==> src/rtl/mm_timer_pkg.sv <==
package mm_timer_pkg;
  // control byte, bit 0 = run ... bit 7 = clear on compare
  typedef struct packed {
    logic clr_on_cmp;
    logic clr_on_cap;
    logic cont;
    logic r1_hold;
    logic r0_cap;
    logic bival;
    logic dir_down;
    logic run;
  } ctrl_t;

  localparam int CTRL_W = $bits(ctrl_t);

  localparam logic [2:0] ADDR_CTRL  = 3'd0;
  localparam logic [2:0] ADDR_REG0  = 3'd1;
  localparam logic [2:0] ADDR_REG1  = 3'd2;
  localparam logic [2:0] ADDR_CMP   = 3'd3;
  localparam logic [2:0] ADDR_PRESC = 3'd4;
  localparam logic [2:0] ADDR_CMD   = 3'd5;
endpackage

==> src/rtl/mm_timer_presc.sv <==
module mm_timer_presc #(
  parameter int PW = 8
) (
  input  logic          clk_i,
  input  logic          rst_ni,
  input  logic          run_i,
  input  logic          restart_i,
  input  logic [PW-1:0] div_i,
  output logic          tick_o
);
  logic [PW-1:0] cnt_q;
  logic          wrap;

  assign wrap   = (cnt_q == div_i);
  assign tick_o = run_i & wrap;

  always_ff @(posedge clk_i or negedge rst_ni) begin
    if (!rst_ni)        cnt_q <= '0;
    else if (restart_i) cnt_q <= '0;
    else if (run_i)     cnt_q <= wrap ? '0 : cnt_q + 1'b1;
  end
endmodule

==> src/rtl/mm_timer_regs.sv <==
module mm_timer_regs
  import mm_timer_pkg::*;
#(
  parameter int W  = 16,
  parameter int PW = 8
) (
  input  logic          clk_i,
  input  logic          rst_ni,
  input  logic          wr_en_i,
  input  logic [2:0]    wr_addr_i,
  input  logic [W-1:0]  wr_data_i,
  input  logic          cap_i,
  input  logic [W-1:0]  count_q_i,
  input  logic [W-1:0]  count_d_i,
  output ctrl_t         ctrl_o,
  output logic [W-1:0]  reg0_o,
  output logic [W-1:0]  reg1_o,
  output logic [W-1:0]  cmp_o,
  output logic [PW-1:0] div_o,
  output logic          cmd_clr_o,
  output logic          cap_hit_o,
  output logic          monitor_o,
  output logic          cap_evt_o
);
  ctrl_t         ctrl_q;
  logic [W-1:0]  reg0_q, reg1_q, cmp_q;
  logic [PW-1:0] div_q;
  logic          cap_evt_q;
  logic [4:0]    wr_sel;

  always_comb begin
    wr_sel    = '0;
    wr_sel[0] = wr_en_i & (wr_addr_i == ADDR_CTRL);
    wr_sel[1] = wr_en_i & (wr_addr_i == ADDR_REG0);
    wr_sel[2] = wr_en_i & (wr_addr_i == ADDR_REG1);
    wr_sel[3] = wr_en_i & (wr_addr_i == ADDR_CMP);
    wr_sel[4] = wr_en_i & (wr_addr_i == ADDR_PRESC);
  end

  assign cmd_clr_o = wr_en_i & (wr_addr_i == ADDR_CMD) & wr_data_i[0];
  assign cap_hit_o = cap_i & ctrl_q.r0_cap;
  assign monitor_o = ~ctrl_q.bival & ~ctrl_q.r1_hold;

  always_ff @(posedge clk_i or negedge rst_ni) begin
    if (!rst_ni) begin
      ctrl_q    <= '0;
      reg0_q    <= '0;
      reg1_q    <= '0;
      cmp_q     <= '0;
      div_q     <= '0;
      cap_evt_q <= 1'b0;
    end else begin
      if (wr_sel[0]) ctrl_q <= ctrl_t'(wr_data_i[CTRL_W-1:0]);
      // capture outranks a software write
      if (cap_hit_o)      reg0_q <= count_q_i;
      else if (wr_sel[1]) reg0_q <= wr_data_i;
      // monitor copies next count so reg1 and count update together
      if (monitor_o)      reg1_q <= count_d_i;
      else if (wr_sel[2]) reg1_q <= wr_data_i;
      if (wr_sel[3]) cmp_q <= wr_data_i;
      if (wr_sel[4]) div_q <= wr_data_i[PW-1:0];
      cap_evt_q <= cap_hit_o;
    end
  end

  assign ctrl_o    = ctrl_q;
  assign reg0_o    = reg0_q;
  assign reg1_o    = reg1_q;
  assign cmp_o     = cmp_q;
  assign div_o     = div_q;
  assign cap_evt_o = cap_evt_q;
endmodule

==> src/rtl/mm_timer_core.sv <==
module mm_timer_core
  import mm_timer_pkg::*;
#(
  parameter int W = 16
) (
  input  logic         clk_i,
  input  logic         rst_ni,
  input  logic         tick_i,
  input  logic         clr_i,
  input  ctrl_t        ctrl_i,
  input  logic [W-1:0] reg0_i,
  input  logic [W-1:0] reg1_i,
  input  logic [W-1:0] cmp_i,
  output logic [W-1:0] count_o,
  output logic [W-1:0] count_d_o,
  output logic         eoc_o,
  output logic         cmp_evt_o,
  output logic         free_run_o
);
  localparam logic [W-1:0] ALL0 = '0;
  localparam logic [W-1:0] ALL1 = '1;

  logic [W-1:0] cnt_q, cnt_d, term, clr_val, reload_val;
  logic         sel_q, bi_load, load, eoc_q, cmp_q;

  assign term       = ctrl_i.dir_down ? ALL0 : ALL1;
  assign clr_val    = ctrl_i.dir_down ? ALL1 : ALL0;
  assign free_run_o = ctrl_i.r0_cap & (ctrl_i.bival | ctrl_i.cont);
  assign bi_load    = ctrl_i.bival & ~ctrl_i.r0_cap;

  always_comb begin
    if (bi_load)             reload_val = sel_q ? reg1_i : reg0_i;
    else if (!ctrl_i.r0_cap) reload_val = reg0_i;
    else                     reload_val = clr_val;
  end

  always_comb begin
    cnt_d = cnt_q;
    load  = 1'b0;
    if (clr_i) begin
      cnt_d = clr_val;
    end else if (tick_i) begin
      if ((cnt_q == term) && !free_run_o) begin
        cnt_d = reload_val;
        load  = 1'b1;
      end else begin
        cnt_d = ctrl_i.dir_down ? cnt_q - 1'b1 : cnt_q + 1'b1;
      end
    end
  end

  always_ff @(posedge clk_i or negedge rst_ni) begin
    if (!rst_ni) begin
      cnt_q <= '0;
      sel_q <= 1'b0;
      eoc_q <= 1'b0;
      cmp_q <= 1'b0;
    end else begin
      cnt_q <= cnt_d;
      if (!ctrl_i.bival)        sel_q <= 1'b0;
      else if (load && bi_load) sel_q <= ~sel_q;
      eoc_q <= tick_i & ~clr_i & ~free_run_o & (cnt_d == term);
      cmp_q <= tick_i & ~clr_i & (cnt_d == cmp_i);
    end
  end

  assign count_o   = cnt_q;
  assign count_d_o = cnt_d;
  assign eoc_o     = eoc_q;
  assign cmp_evt_o = cmp_q;
endmodule

==> src/rtl/mm_timer.sv <==
module mm_timer
  import mm_timer_pkg::*;
#(
  parameter int CNT_W   = 16,
  parameter int PRESC_W = 8
) (
  input  logic             clk_i,
  input  logic             rst_ni,
  input  logic             wr_en_i,
  input  logic [2:0]       wr_addr_i,
  input  logic [CNT_W-1:0] wr_data_i,
  input  logic             cap_i,
  output logic [CNT_W-1:0] count_o,
  output logic [CNT_W-1:0] reg0_o,
  output logic [CNT_W-1:0] reg1_o,
  output logic [CNT_W-1:0] cmp_o,
  output logic             eoc_o,
  output logic             cap_evt_o,
  output logic             cmp_evt_o
);
  ctrl_t              ctrl;
  logic [PRESC_W-1:0] div;
  logic [CNT_W-1:0]   count_d;
  logic               tick, clr, cmd_clr, cap_hit, monitor, free_run;

  // any clear source also restarts the prescaler
  assign clr = cmd_clr | (cap_hit & ctrl.clr_on_cap) | (cmp_evt_o & ctrl.clr_on_cmp);

  mm_timer_regs #(.W(CNT_W), .PW(PRESC_W)) u_regs (
    .clk_i     (clk_i),
    .rst_ni    (rst_ni),
    .wr_en_i   (wr_en_i),
    .wr_addr_i (wr_addr_i),
    .wr_data_i (wr_data_i),
    .cap_i     (cap_i),
    .count_q_i (count_o),
    .count_d_i (count_d),
    .ctrl_o    (ctrl),
    .reg0_o    (reg0_o),
    .reg1_o    (reg1_o),
    .cmp_o     (cmp_o),
    .div_o     (div),
    .cmd_clr_o (cmd_clr),
    .cap_hit_o (cap_hit),
    .monitor_o (monitor),
    .cap_evt_o (cap_evt_o)
  );

  mm_timer_presc #(.PW(PRESC_W)) u_presc (
    .clk_i     (clk_i),
    .rst_ni    (rst_ni),
    .run_i     (ctrl.run),
    .restart_i (clr),
    .div_i     (div),
    .tick_o    (tick)
  );

  mm_timer_core #(.W(CNT_W)) u_core (
    .clk_i      (clk_i),
    .rst_ni     (rst_ni),
    .tick_i     (tick),
    .clr_i      (clr),
    .ctrl_i     (ctrl),
    .reg0_i     (reg0_o),
    .reg1_i     (reg1_o),
    .cmp_i      (cmp_o),
    .count_o    (count_o),
    .count_d_o  (count_d),
    .eoc_o      (eoc_o),
    .cmp_evt_o  (cmp_evt_o),
    .free_run_o (free_run)
  );
endmodule

==> config.mk <==
export PLATFORM = sky130hd
export DESIGN_NAME = mm_timer
export DESIGN_NICKNAME = d
export VERILOG_FILES = /design/src/rtl/mm_timer_pkg.sv /design/src/rtl/mm_timer_presc.sv /design/src/rtl/mm_timer_regs.sv /design/src/rtl/mm_timer_core.sv /design/src/rtl/mm_timer.sv
export SDC_FILE = /design/constraint.sdc
export NUM_CORES = 1
export LEC_CHECK = 0
export ABC_AREA = 1
export BUFFER_PORTS_ARGS = -buffer_cell sky130_fd_sc_hd__buf_2
export CAP_MARGIN = 20
export CELL_PAD_IN_SITES_DETAIL_PLACEMENT = 1
export CELL_PAD_IN_SITES_GLOBAL_PLACEMENT = 1
export CORE_MARGIN = 2
export CORE_UTILIZATION = 30
export DETAILED_ROUTE_END_ITERATION = 8
export GPL_TIMING_DRIVEN = 0
export HOLD_SLACK_MARGIN = 0.03
export MAX_ROUTING_LAYER = met4
export PLACE_DENSITY_LB_ADDON = 0.05
export SLEW_MARGIN = 20
export SYNTH_ARGS = -nofsm -noshare
export SYNTH_HDL_FRONTEND = slang
export SYNTH_HIERARCHICAL = 1
export SYNTH_SLANG_ARGS = --single-unit
export TNS_END_PERCENT = 10
==> constraint.sdc <==
create_clock -name clk_i -period 3.9 [get_ports clk_i]
set_input_delay 0.195 -clock clk_i [delete_from_list [all_inputs] [get_ports clk_i]]
set_output_delay 0.195 -clock clk_i [all_outputs]
set_load 0.03 [all_outputs]
==> flow_metrics.tcl, run 1 <==
set metrics [dict create \
    cp_max_fo 17 \
    boundaryPins 90 \
    path_delay_family "simple AND/OR/NAND/NOR gates" \
    layout.nets 1159 \
    syn_nets 1057 \
    rsz0062_at_grt "no" \
    dp_hpwl_um 21400 \
    syn_inst 1018 \
    cts_tree "yes" \
    critPathKind "reg -> reg" \
    grt_max_degree 48 \
    clk_pin_slew_ns 0.07 \
    grt_overflow 0 \
    critPathLaunchType "flip-flop" \
    grt.total_usage_pct 24.1 \
    clock-sinks 92 \
    fp-row-count 53 \
    portBuffers 89 \
    globalplace.congestion 0.877 \
    final_max_slew_viol_count 0 \
    cpMostUsedCell "nand2_1" \
    drtPass1Iterations 5 \
    initial_utilization_pct 30.7 \
    power.density_nw_per_um2 769 \
    vias_per_cell 4.88 \
    cts_made_buffers 9 \
    fp.coreArea_um2 21100 \
    num_antenna_cells 0 \
    hold_viol 0 \
    fin_skew_ns 0.0126 \
    finalCritPeriodShare_pct 91.0 \
    routedWlPerCell_um 18.5 \
    run_status "finished clean" \
    worst-path-buf-inv 2 \
    drv_cap 0 \
    slowest_delay_ns 0.93 \
    hold_start "wr_data_i[13]" \
    clock_latency_ns 0.35 \
    holdCritPathClass "in -> reg" \
    p_leak_uw 0.00434 \
    cp_slowest_cell "dfrtp_1" \
    num_vias 6825 \
    design.die.area_um2 22800 \
    r2r_slack_ns 0.35 \
    final_layout_size_suffix_gt1_share_pct 14.0 \
    fin_util_pct 36.1 \
    ir_worst_vdd_v 0.000293 \
    drc_errors 0 \
    worstPathRequired_ns 4.15 \
    yosys_warnings 6 \
    htreeDepth 3 \
    finalSetupTns_ns 0 \
    wl_um 26000 \
    worst_pin_slew_ns 0.910 \
    worstSetupEndpointType "flip-flop" \
    worst_hold_path.endpoint "u_regs/cmp_o[13]" \
    die_y_um 151 \
    reg2reg_from "u_regs/ctrl_o[1]" \
    antenna_found_initial 0 \
    chipWidth_um 151 \
    syn_to_final_growth_pct 17.4 \
    syn_avg_cell_area_um2 6.37 \
    fin_hold_ws_ns 0.127 \
    drtIter0Drc 312 \
    path_cells "ha_1 > nand2_1 > nor2_1 > nand2_1 > clkinv_1 > nand3_2 > buf_6 > nand3_1 > nand3_1 > nand2_1 > a21oi_1 > nand2_1 > nand3_1 > nor2_1 > nand4_1 > nor2_1" \
    relSlewSlack_pct 39.3 \
    fmax_mhz 282 \
    hold_depth 3 \
    setup_viol 0 \
    grt_first_pass_wirelength_um 39300 \
    synth_area_um2 6480 \
    r2r_cells 16 \
    grt_pass1_vias 6736 \
    ant_nets 0 \
    arrival_ns 3.79 \
    root_buffer "clkbuf_16" \
    r2r_end "u_core/cmp_evt_o" \
    cts.path.max_buffers 2 \
    cp-startpoint "u_regs/ctrl_o[1]" \
    fin_crit_ns 3.55 \
]
==> state kept, by name (all words and copies together), names as in the netlist <==
register and cells:
u_core/cmp_evt_o 1, u_core/count_o 16, u_core/eoc_o 1, u_core/sel_q 1, u_presc/cnt_q 8, u_regs/cap_evt_o 1
u_regs/cmp_o 16, u_regs/ctrl_o 8, u_regs/div_o 8, u_regs/reg0_o 16, u_regs/reg1_o 16
==> metrics by stage <==
| stage | total power [µW] | cell area (µm²) | cells | setup WS, ns |
|---|---|---|---|---|
| 3_3_place_gp | 4950 | 7270 | 1382 | 0.437 |
| 4_1_cts | 5900 | 7610 | 1400 | 0.377 |
| 5_1_grt | 6340 | 7610 | 1400 | 0.0577 |
| 3_5_place_dp | 4980 | 7300 | 1383 | 0.408 |
| 6_report | 5850 | 7610 | 1400 | 0.353 |
| 2_1_floorplan | 3800 | 6480 | 1018 | 1.39 |
==> routing by layer <==
metal	part of all wire, %	global-route usage (%)	vias to the layer above
li1	-	-	3413
met1	47	31.7	3254
met2	47	39.0	126
met3	3.0	2.80	32
met5	0	-	-
met4	2.4	7.48	0
==> worst max path at each step <==
stage,to,cells past startpoint
after floorplan,u_core/eoc_o,15
after CTS,u_core/cmp_evt_o,16
after global placement,u_core/cmp_evt_o,16
final,u_core/cmp_evt_o,16
after detailed placement,u_core/cmp_evt_o,16
after global routing,u_core/cmp_evt_o,19
==> worst min-delay path: cells and delay by family <==
family,cells,cell delay [ns]
buffers and inverters,2,0.15
AO/OA/AOI/OAI,1,0.08
==> repair_timing <==
action,in CTS,in global routing
buffers inserted,0,0
endpoints found under the hold margin,45,0
gates resized for setup,0,0
hold buffers,1,0
==> report_power, final <==
| part | total [µW] | switching, µW | internal [µW] |
|---|---|---|---|
| Combinational | 3210 | 2230 | 979 |
| Sequential | 1750 | 489 | 1260 |
| Clock | 896 | 432 | 465 |
==> placed cells by master (no fill, tap or decap), types with 4 or more instances in the layout <==
cell and count:
or2_2 4, xor2_1 4, inv_1 117, nand2_1 436
buf_2 106, o21ai_1 4, nor3_1 4, nand2_2 7
o21ai_2 4, clkbuf_1 7, o21ai_0 52, clkinv_1 4
buf_6 6, ha_1 15, nand3_1 106, nor2_1 55
inv_2 4, nand4_1 19, a21oi_1 28, dfrtp_1 92
clkbuf_16 9, nand3b_1 4
==> cell type report <==
| type | count | area (µm²) |
|---|---|---|
| Fill cell | 2836 | 13500 |
| Multi-Input combinational cell | 768 | 3530 |
| Sequential cell | 92 | 2300 |
| Timing Repair Buffer | 91 | 489 |
| Inverter | 125 | 469 |
| Tap cell | 275 | 344 |
| Clock buffer | 10 | 239 |
| Buffer | 33 | 184 |
| Clock inverter | 6 | 56.3 |
Power figures use the tool's default switching activity.
==> run 2: changes to the inputs <==
CORE_UTILIZATION = 44   (was 30)
==> run 2 against run 1 <==
  * Sequential share of layout area increased by 0.37 points
  * Power increased by 0.39%
  * Sequential power about the same
  * Wire length decreased by 7.3%
  * Clock-buffer cell count unchanged
  * First-iteration DRC count increased by 54%
  * Critical path depth increased by 3
  * Final area decreased by 1.2%
  * Combinational power about the same
  * Via count increased by 3.8%
  * Global-route usage increased by 8.0 points
==> flow_metrics.tcl, run 2 (same netlist as run 1, synthesis figures left out) <==
set metrics [dict create \
    design.die.area_um2 15700 \
    grt_first_pass_wirelength_um 38200 \
    grt_max_degree 62 \
    layout.nets 1159 \
    switching_power_uw 3070 \
    slowest_delay_ns 0.86 \
    chipWidth_um 125 \
    r2r_slack_ns 0.46 \
    root_buffer "clkbuf_16" \
    ir_worst_vdd_v 0.000303 \
    run_status "finished clean" \
    finalSetupTns_ns 0 \
    worst-path-buf-inv 2 \
    cp_max_fo 17 \
    relSlewSlack_pct 47.1 \
    rsz0062_at_grt "no" \
    final_cell_mix "nand2_1 (436), inv_1 (117), buf_2 (106), nand3_1 (106), dfrtp_1 (92)" \
    cts_resized 0 \
    cts_setup_buffers 0 \
    num_antenna_cells 0 \
    final_layout_size_suffix_gt1_share_pct 14.0 \
    boundaryPins 90 \
    dp_hpwl_um 19500 \
    holdCritPathClass "in -> reg" \
    antenna_found_initial 0 \
    drtPass1Iterations 5 \
    drc_errors 0 \
    p_int_uw 2800 \
    grt_pass1_vias 7040 \
    r2r_cells 19 \
    critPathKind "reg -> reg" \
    routedWlPerCell_um 18.4 \
    htreeDepth 3 \
    arrival_ns 3.71 \
    cpMostUsedCell "nand2_1" \
    path_cells "ha_1 > nand2_1 > nor2_1 > nand2_1 > clkinv_1 > nand3_2 > buf_6 > nand2_2 > nand3_1 > nand2_1 > nand2_1 > nand2_1 > nand2_1 > nand2_1 > nor2_1 > nand2_1 > nor2_1 > nand3_1 > nor2_1" \
    layout_commonest_cell "nand2_1" \
    fin_skew_ns 0.00860 \
    critPathLaunchType "flip-flop" \
    setup_viol 0 \
    num-fill-cells 2036 \
    cts.path.max_buffers 2 \
    hold_depth 3 \
    p_leak_uw 0.00436 \
    fp-row-count 44 \
    hold_start "wr_data_i[10]" \
    ant_nets 0 \
    r2r_end "u_core/cmp_evt_o" \
    reg2reg_from "u_regs/ctrl_o[1]" \
    hold_viol 0 \
    worst_hold_path.endpoint "u_regs/cmp_o[10]" \
    finalCritPeriodShare_pct 88.2 \
    die_y_um 125 \
    clockPowerShare_pct 16.2 \
    worstPathRequired_ns 4.17 \
    drv_cap 0 \
    cts_tree "yes" \
    cts_made_buffers 9 \
    final_max_slew_viol_count 0 \
    initial_utilization_pct 44.8 \
    clk_pin_slew_ns 0.07 \
    fp.coreArea_um2 14500 \
    globalplace.congestion 0.920 \
    power.density_nw_per_um2 781 \
    fin_util_pct 51.9 \
    sw_frac_of_total_pct 52.3 \
    drtIter0Drc 480 \
    fin_crit_ns 3.44 \
    vias_per_cell 5.41 \
    combPwrFrac_pct 54.5 \
    path_delay_family "simple AND/OR/NAND/NOR gates" \
    grt.total_usage_pct 32.1 \
    grt_overflow 0 \
    num_vias 7081 \
    seqPwrFrac_pct 29.3 \
    wl_um 24100 \
    cp_slowest_cell "dfrtp_1" \
    portBuffers 89 \
    clock-sinks 92 \
    clock_latency_ns 0.35 \
    worst_pin_slew_ns 0.794 \
    syn_to_final_growth_pct 16.0 \
    worstSetupEndpointType "flip-flop" \
    fmax_mhz 291 \
]
[run 2: changes by cell type in the layout (fill, tap and decap cells not counted), sizes merged]
cell      change
bufinv        +2
clkinvlp      -1
inv           -2
clkinv        +1
[run 2: cell type report]
class,count,area (µm²),area share (%)
plain buffers,33,184,2.45
clock buffers,10,229,3.05
flip-flops and latches,92,2300,30.6
well taps,184,230,3.06
multi-input cells,768,3530,46.9
repair buffers,91,489,6.51
inverters,125,469,6.24
clock inverters,6,87.6,1.17
[run 2: how the worst max path moves through the flow]
stage | from | end | slack [ns] | depth (start not counted)
floorplan | u_regs/ctrl_o[1] | u_core/eoc_o | 1.39 | 15
global placement | u_regs/ctrl_o[1] | u_core/cmp_evt_o | 0.56 | 19
detailed placement | u_regs/ctrl_o[1] | u_core/cmp_evt_o | 0.55 | 17
CTS | u_regs/ctrl_o[1] | u_core/cmp_evt_o | 0.50 | 19
global route | u_regs/ctrl_o[1] | u_core/cmp_evt_o | 0.20 | 19
finish | u_regs/ctrl_o[1] | u_core/cmp_evt_o | 0.46 | 19
[run 2: stage by stage]
step                total power (µW)  hold WS (ns)  cells  area (µm²)  worst slack, ns
floorplan                       3800        -0.101   1018        6480             1.39
global placement                4790         0.469   1291        7160            0.556
detailed placement              4880         0.100   1292        7190            0.547
CTS                             5850         0.127   1309        7520            0.504
global route                    6310         0.144   1309        7520            0.200
finish                          5870         0.137   1309        7520            0.459
[run 2: per-layer routing]
metal	track usage, %	share of wire [%]	routed length (µm)	vias up
met2	51.9	48	11500	228
li1	-	-	-	3405
met4	11.0	3.1	740	0
met3	4.19	5.4	1300	43
met5	-	0	0	-
met1	41.8	44	10500	3405
[run 2: repair_timing]
action,4_1_cts,5_1_grt
hold endpoints to repair,31,0
endpoints found under the setup margin,0,0
hold buffers,1,0
[run 2: worst register-to-register path: stages (launching register included)]
cell      delay, ns
dfrtp_1        0.86
ha_1           0.44
nand2_1        0.14
nor2_1         0.08
nand2_1        0.08
clkinv_1       0.26
nand3_2        0.20
buf_6          0.16
nand2_2        0.06
nand3_1        0.11
nand2_1        0.13
nand2_1        0.14
nand2_1        0.09
nand2_1        0.08
nand2_1        0.05
nor2_1         0.10
nand2_1        0.07
nor2_1         0.09
nand3_1        0.07
nor2_1         0.16
[run 2: power groups by stage]
| stage | combinational [µW] | clock [µW] | sequential, µW |
|---|---|---|---|
| 2_1_floorplan | 1740 | 0 | 2070 |
| 6_report | 3200 | 954 | 1720 |
| 4_1_cts | 3180 | 964 | 1710 |
| 3_5_place_dp | 3150 | 0 | 1730 |
| 5_1_grt | 3540 | 1010 | 1760 |
| 3_3_place_gp | 3070 | 0 | 1720 |
==> run 3: changes to the inputs <==
GPL_TIMING_DRIVEN = not set   (was 0)
SYNTH_HIERARCHICAL = not set   (was 1)
==> run 3 against run 2 <==
  * Sequential power about the same
  * Clock-buffer cell count grew 1
  * Register-to-register slack improved by 0.11 ns
  * Largest power group unchanged
==> flow_metrics.tcl, run 3 <==
set metrics [dict create \
    r2r_end "u_core.cmp_evt_o" \
    boundaryPins 90 \
    dp_hpwl_um 18000 \
    synth_cell_type_count 40 \
    critPathLaunchType "flip-flop" \
    final_cell_mix "nand2_1 (275), inv_1 (113), dfrtp_1 (92), buf_2 (88), nand3_1 (84)" \
    synth-async-reset-ratio_pct 100 \
    syn_avg_cell_area_um2 6.81 \
    drv_cap 0 \
    yosys_warnings 0 \
    regArea_um2 2300 \
    synth_area_leader_cell "dfrtp_1" \
    drtPass1Iterations 5 \
    p_leak_uw 0.00374 \
    arrival_ns 3.60 \
    drc_errors 0 \
    grt_pass1_vias 6664 \
    die_y_um 122 \
    p_int_uw 2740 \
    hold_start "wr_data_i[2]" \
    run_status "finished clean" \
    synth_seq_cells 92 \
    syn_to_final_growth_pct 14.6 \
    num_antenna_cells 0 \
    grt_max_degree 70 \
    htreeDepth 3 \
    antenna_found_initial 0 \
    placedCellCount 1145 \
    cts_tree "yes" \
    final_max_slew_viol_count 0 \
    final_layout_size_suffix_gt1_share_pct 14.2 \
    seq_area_frac_synth_pct 37.5 \
    layout.nets 1016 \
    grt.total_usage_pct 32.8 \
    worst_pin_slew_ns 1.05 \
    initial_utilization_pct 44.5 \
    seqPwrFrac_pct 29.2 \
    num_vias 6555 \
    fp.coreArea_um2 13800 \
    critPathKind "reg -> reg" \
    holdCritPathClass "in -> reg" \
    routedWlPerCell_um 19.8 \
    fmax_mhz 300 \
    worstSetupEndpointType "flip-flop" \
    place_area_um2 6720 \
    cts.path.max_buffers 2 \
    postLayoutCellArea_um2 7030 \
    fin_crit_ns 3.33 \
    relSlewSlack_pct 29.6 \
    switching_power_uw 3110 \
    globalplace.congestion 0.988 \
    combPwrFrac_pct 55.2 \
    synthTopCellsByCount "nand2_1 (275), inv_1 (113), dfrtp_1 (92)" \
    clock-sinks 92 \
    hold_viol 0 \
    worst_hold_path.endpoint "u_regs.reg0_o[2]" \
    setup_viol 0 \
    rsz0062_at_grt "no" \
    r2r_cells 18 \
    fp-row-count 43 \
    finalCritPeriodShare_pct 85.3 \
    drtIter0Drc 404 \
    synthFlopType "dfrtp_1" \
    power.density_nw_per_um2 832 \
    vias_per_cell 5.64 \
    synth_area_um2 6130 \
    sw_frac_of_total_pct 53.2 \
    design.die.area_um2 14900 \
    clockPowerShare_pct 15.6 \
    num-fill-cells 1890 \
    portBuffers 89 \
    hold_depth 3 \
    syn_inst 901 \
    layout_commonest_cell "nand2_1" \
    fin_skew_ns 0.00959 \
    stdcell_count 1162 \
    synth_area_leaders "dfrtp_1 (38%), nand2_1 (17%), inv_1 (6.9%), nand3_1 (6.9%), o21ai_0 (5.5%)" \
    synth_edf_count 0 \
    clk_pin_slew_ns 0.07 \
    cp_max_fo 19 \
    power_uw 5850 \
    ant_nets 0 \
    syn_nets 940 \
    reg2reg_from "u_regs.ctrl_o[1]" \
    ir_worst_vdd_v 0.000342 \
    r2r_slack_ns 0.57 \
    cts_made_buffers 9 \
    worstPathRequired_ns 4.17 \
    chipWidth_um 122 \
    wl_um 23000 \
    synth_top_cell_area_share_pct 37.5 \
    grt_first_pass_wirelength_um 36100 \
    finalSetupTns_ns 0 \
    synth.most_common_cell "nand2_1" \
    grt_overflow 0 \
    root_buffer "clkbuf_16" \
    multiInputGateArea_um2 3230 \
    clock_latency_ns 0.36 \
]
## run 3: cell count changes in the layout (fill, tap and decap cells not counted), moves of 9 or more
cell,before,now
nand2_1,436,275
o21ai_0,52,68
o221ai_1,0,19
nor2_1,55,69
nand3_1,106,84
a21oi_1,28,37
buf_2,106,88
nand4_1,19,5
o211ai_1,3,19
## run 3: through the flow
| step | utilization [%] | setup slack (ns) | hold slack (ns) |
|---|---|---|---|
| 3_3_place_gp | 48.8 | 0.760 | 0.380 |
| 4_1_cts | 51.0 | 0.539 | 0.131 |
| 3_5_place_dp | 48.8 | 0.673 | 0.391 |
| 5_1_grt | 51.0 | 0.315 | 0.136 |
| 6_report | 51.0 | 0.572 | 0.138 |
| 2_1_floorplan | - | 1.43 | -0.101 |
## run 3: power by group through the flow
stage	logic [µW]	registers, µW	clock network (µW)
global route	3570	1730	956
finish	3230	1710	913
detailed placement	3190	1700	0
floorplan	1730	2050	0
global placement	3090	1680	0
CTS	3220	1690	922
## run 3: logic make-up (layout without fill, tap and decap cells)
logic type      Yosys count  count (layout)  share of synthesized area, %
fa+ha+maj                16              16                          3.39
flops                    92              92                          37.5
xor+xnor                  6               6                         0.857
simple gates            475             475                          33.2
buf+inv                 155             236                          9.87
compound gates          157             157                          15.1
## run 3: metal layers
layer / routed length [µm] / track usage, %
met1: 10400 / 44.2
met2: 10800 / 50.9
met3: 1170 / 4.31
met4: 645 / 11.3
met5: 0 / -
## run 3: worst max-delay path, cell delays in order (launching register included)
cell and delay (ns):
dfrtp_1 0.82, ha_1 0.43, nand2_1 0.17, nor2_2 0.07, nand2_2 0.12, nor2_4 0.05
nand2_4 0.20, inv_2 0.13, nand2_1 0.09, nand3_1 0.08, nand2_1 0.13, nand2_1 0.12
nand2_1 0.16, nand2_1 0.07, nand2_1 0.06, nand3_1 0.08, nor2_1 0.20, nand3_1 0.11
nor2_1 0.15
## run 3: worst max path at each step
stage                startpoint                to  slack (ns)  depth (start not counted)
3_3_place_gp   u_regs.ctrl_o[3]  u_core.cmp_evt_o        0.76                         16
6_report       u_regs.ctrl_o[1]  u_core.cmp_evt_o        0.57                         18
5_1_grt        u_regs.ctrl_o[1]  u_core.cmp_evt_o        0.31                         18
2_1_floorplan  u_regs.ctrl_o[1]  u_core.cmp_evt_o        1.43                         16
3_5_place_dp   u_regs.ctrl_o[1]  u_core.cmp_evt_o        0.67                         18
4_1_cts        u_regs.ctrl_o[1]  u_core.cmp_evt_o        0.54                         18
## run 3: final cells by class
type / count / share of cell area (%)
clock buffers: 11 / 3.45
flip-flops and latches: 92 / 32.8
well taps: 180 / 3.20
inverters: 123 / 6.57
repair buffers: 97 / 7.26
clock inverters: 5 / 0.854
multi-input cells: 654 / 45.9
## run 3: what timing repair did
item | CTS | global route
buffers inserted | 0 | 0
resized for setup | 0 | 0
hold buffers | 1 | 0
hold endpoints to repair | 17 | 0
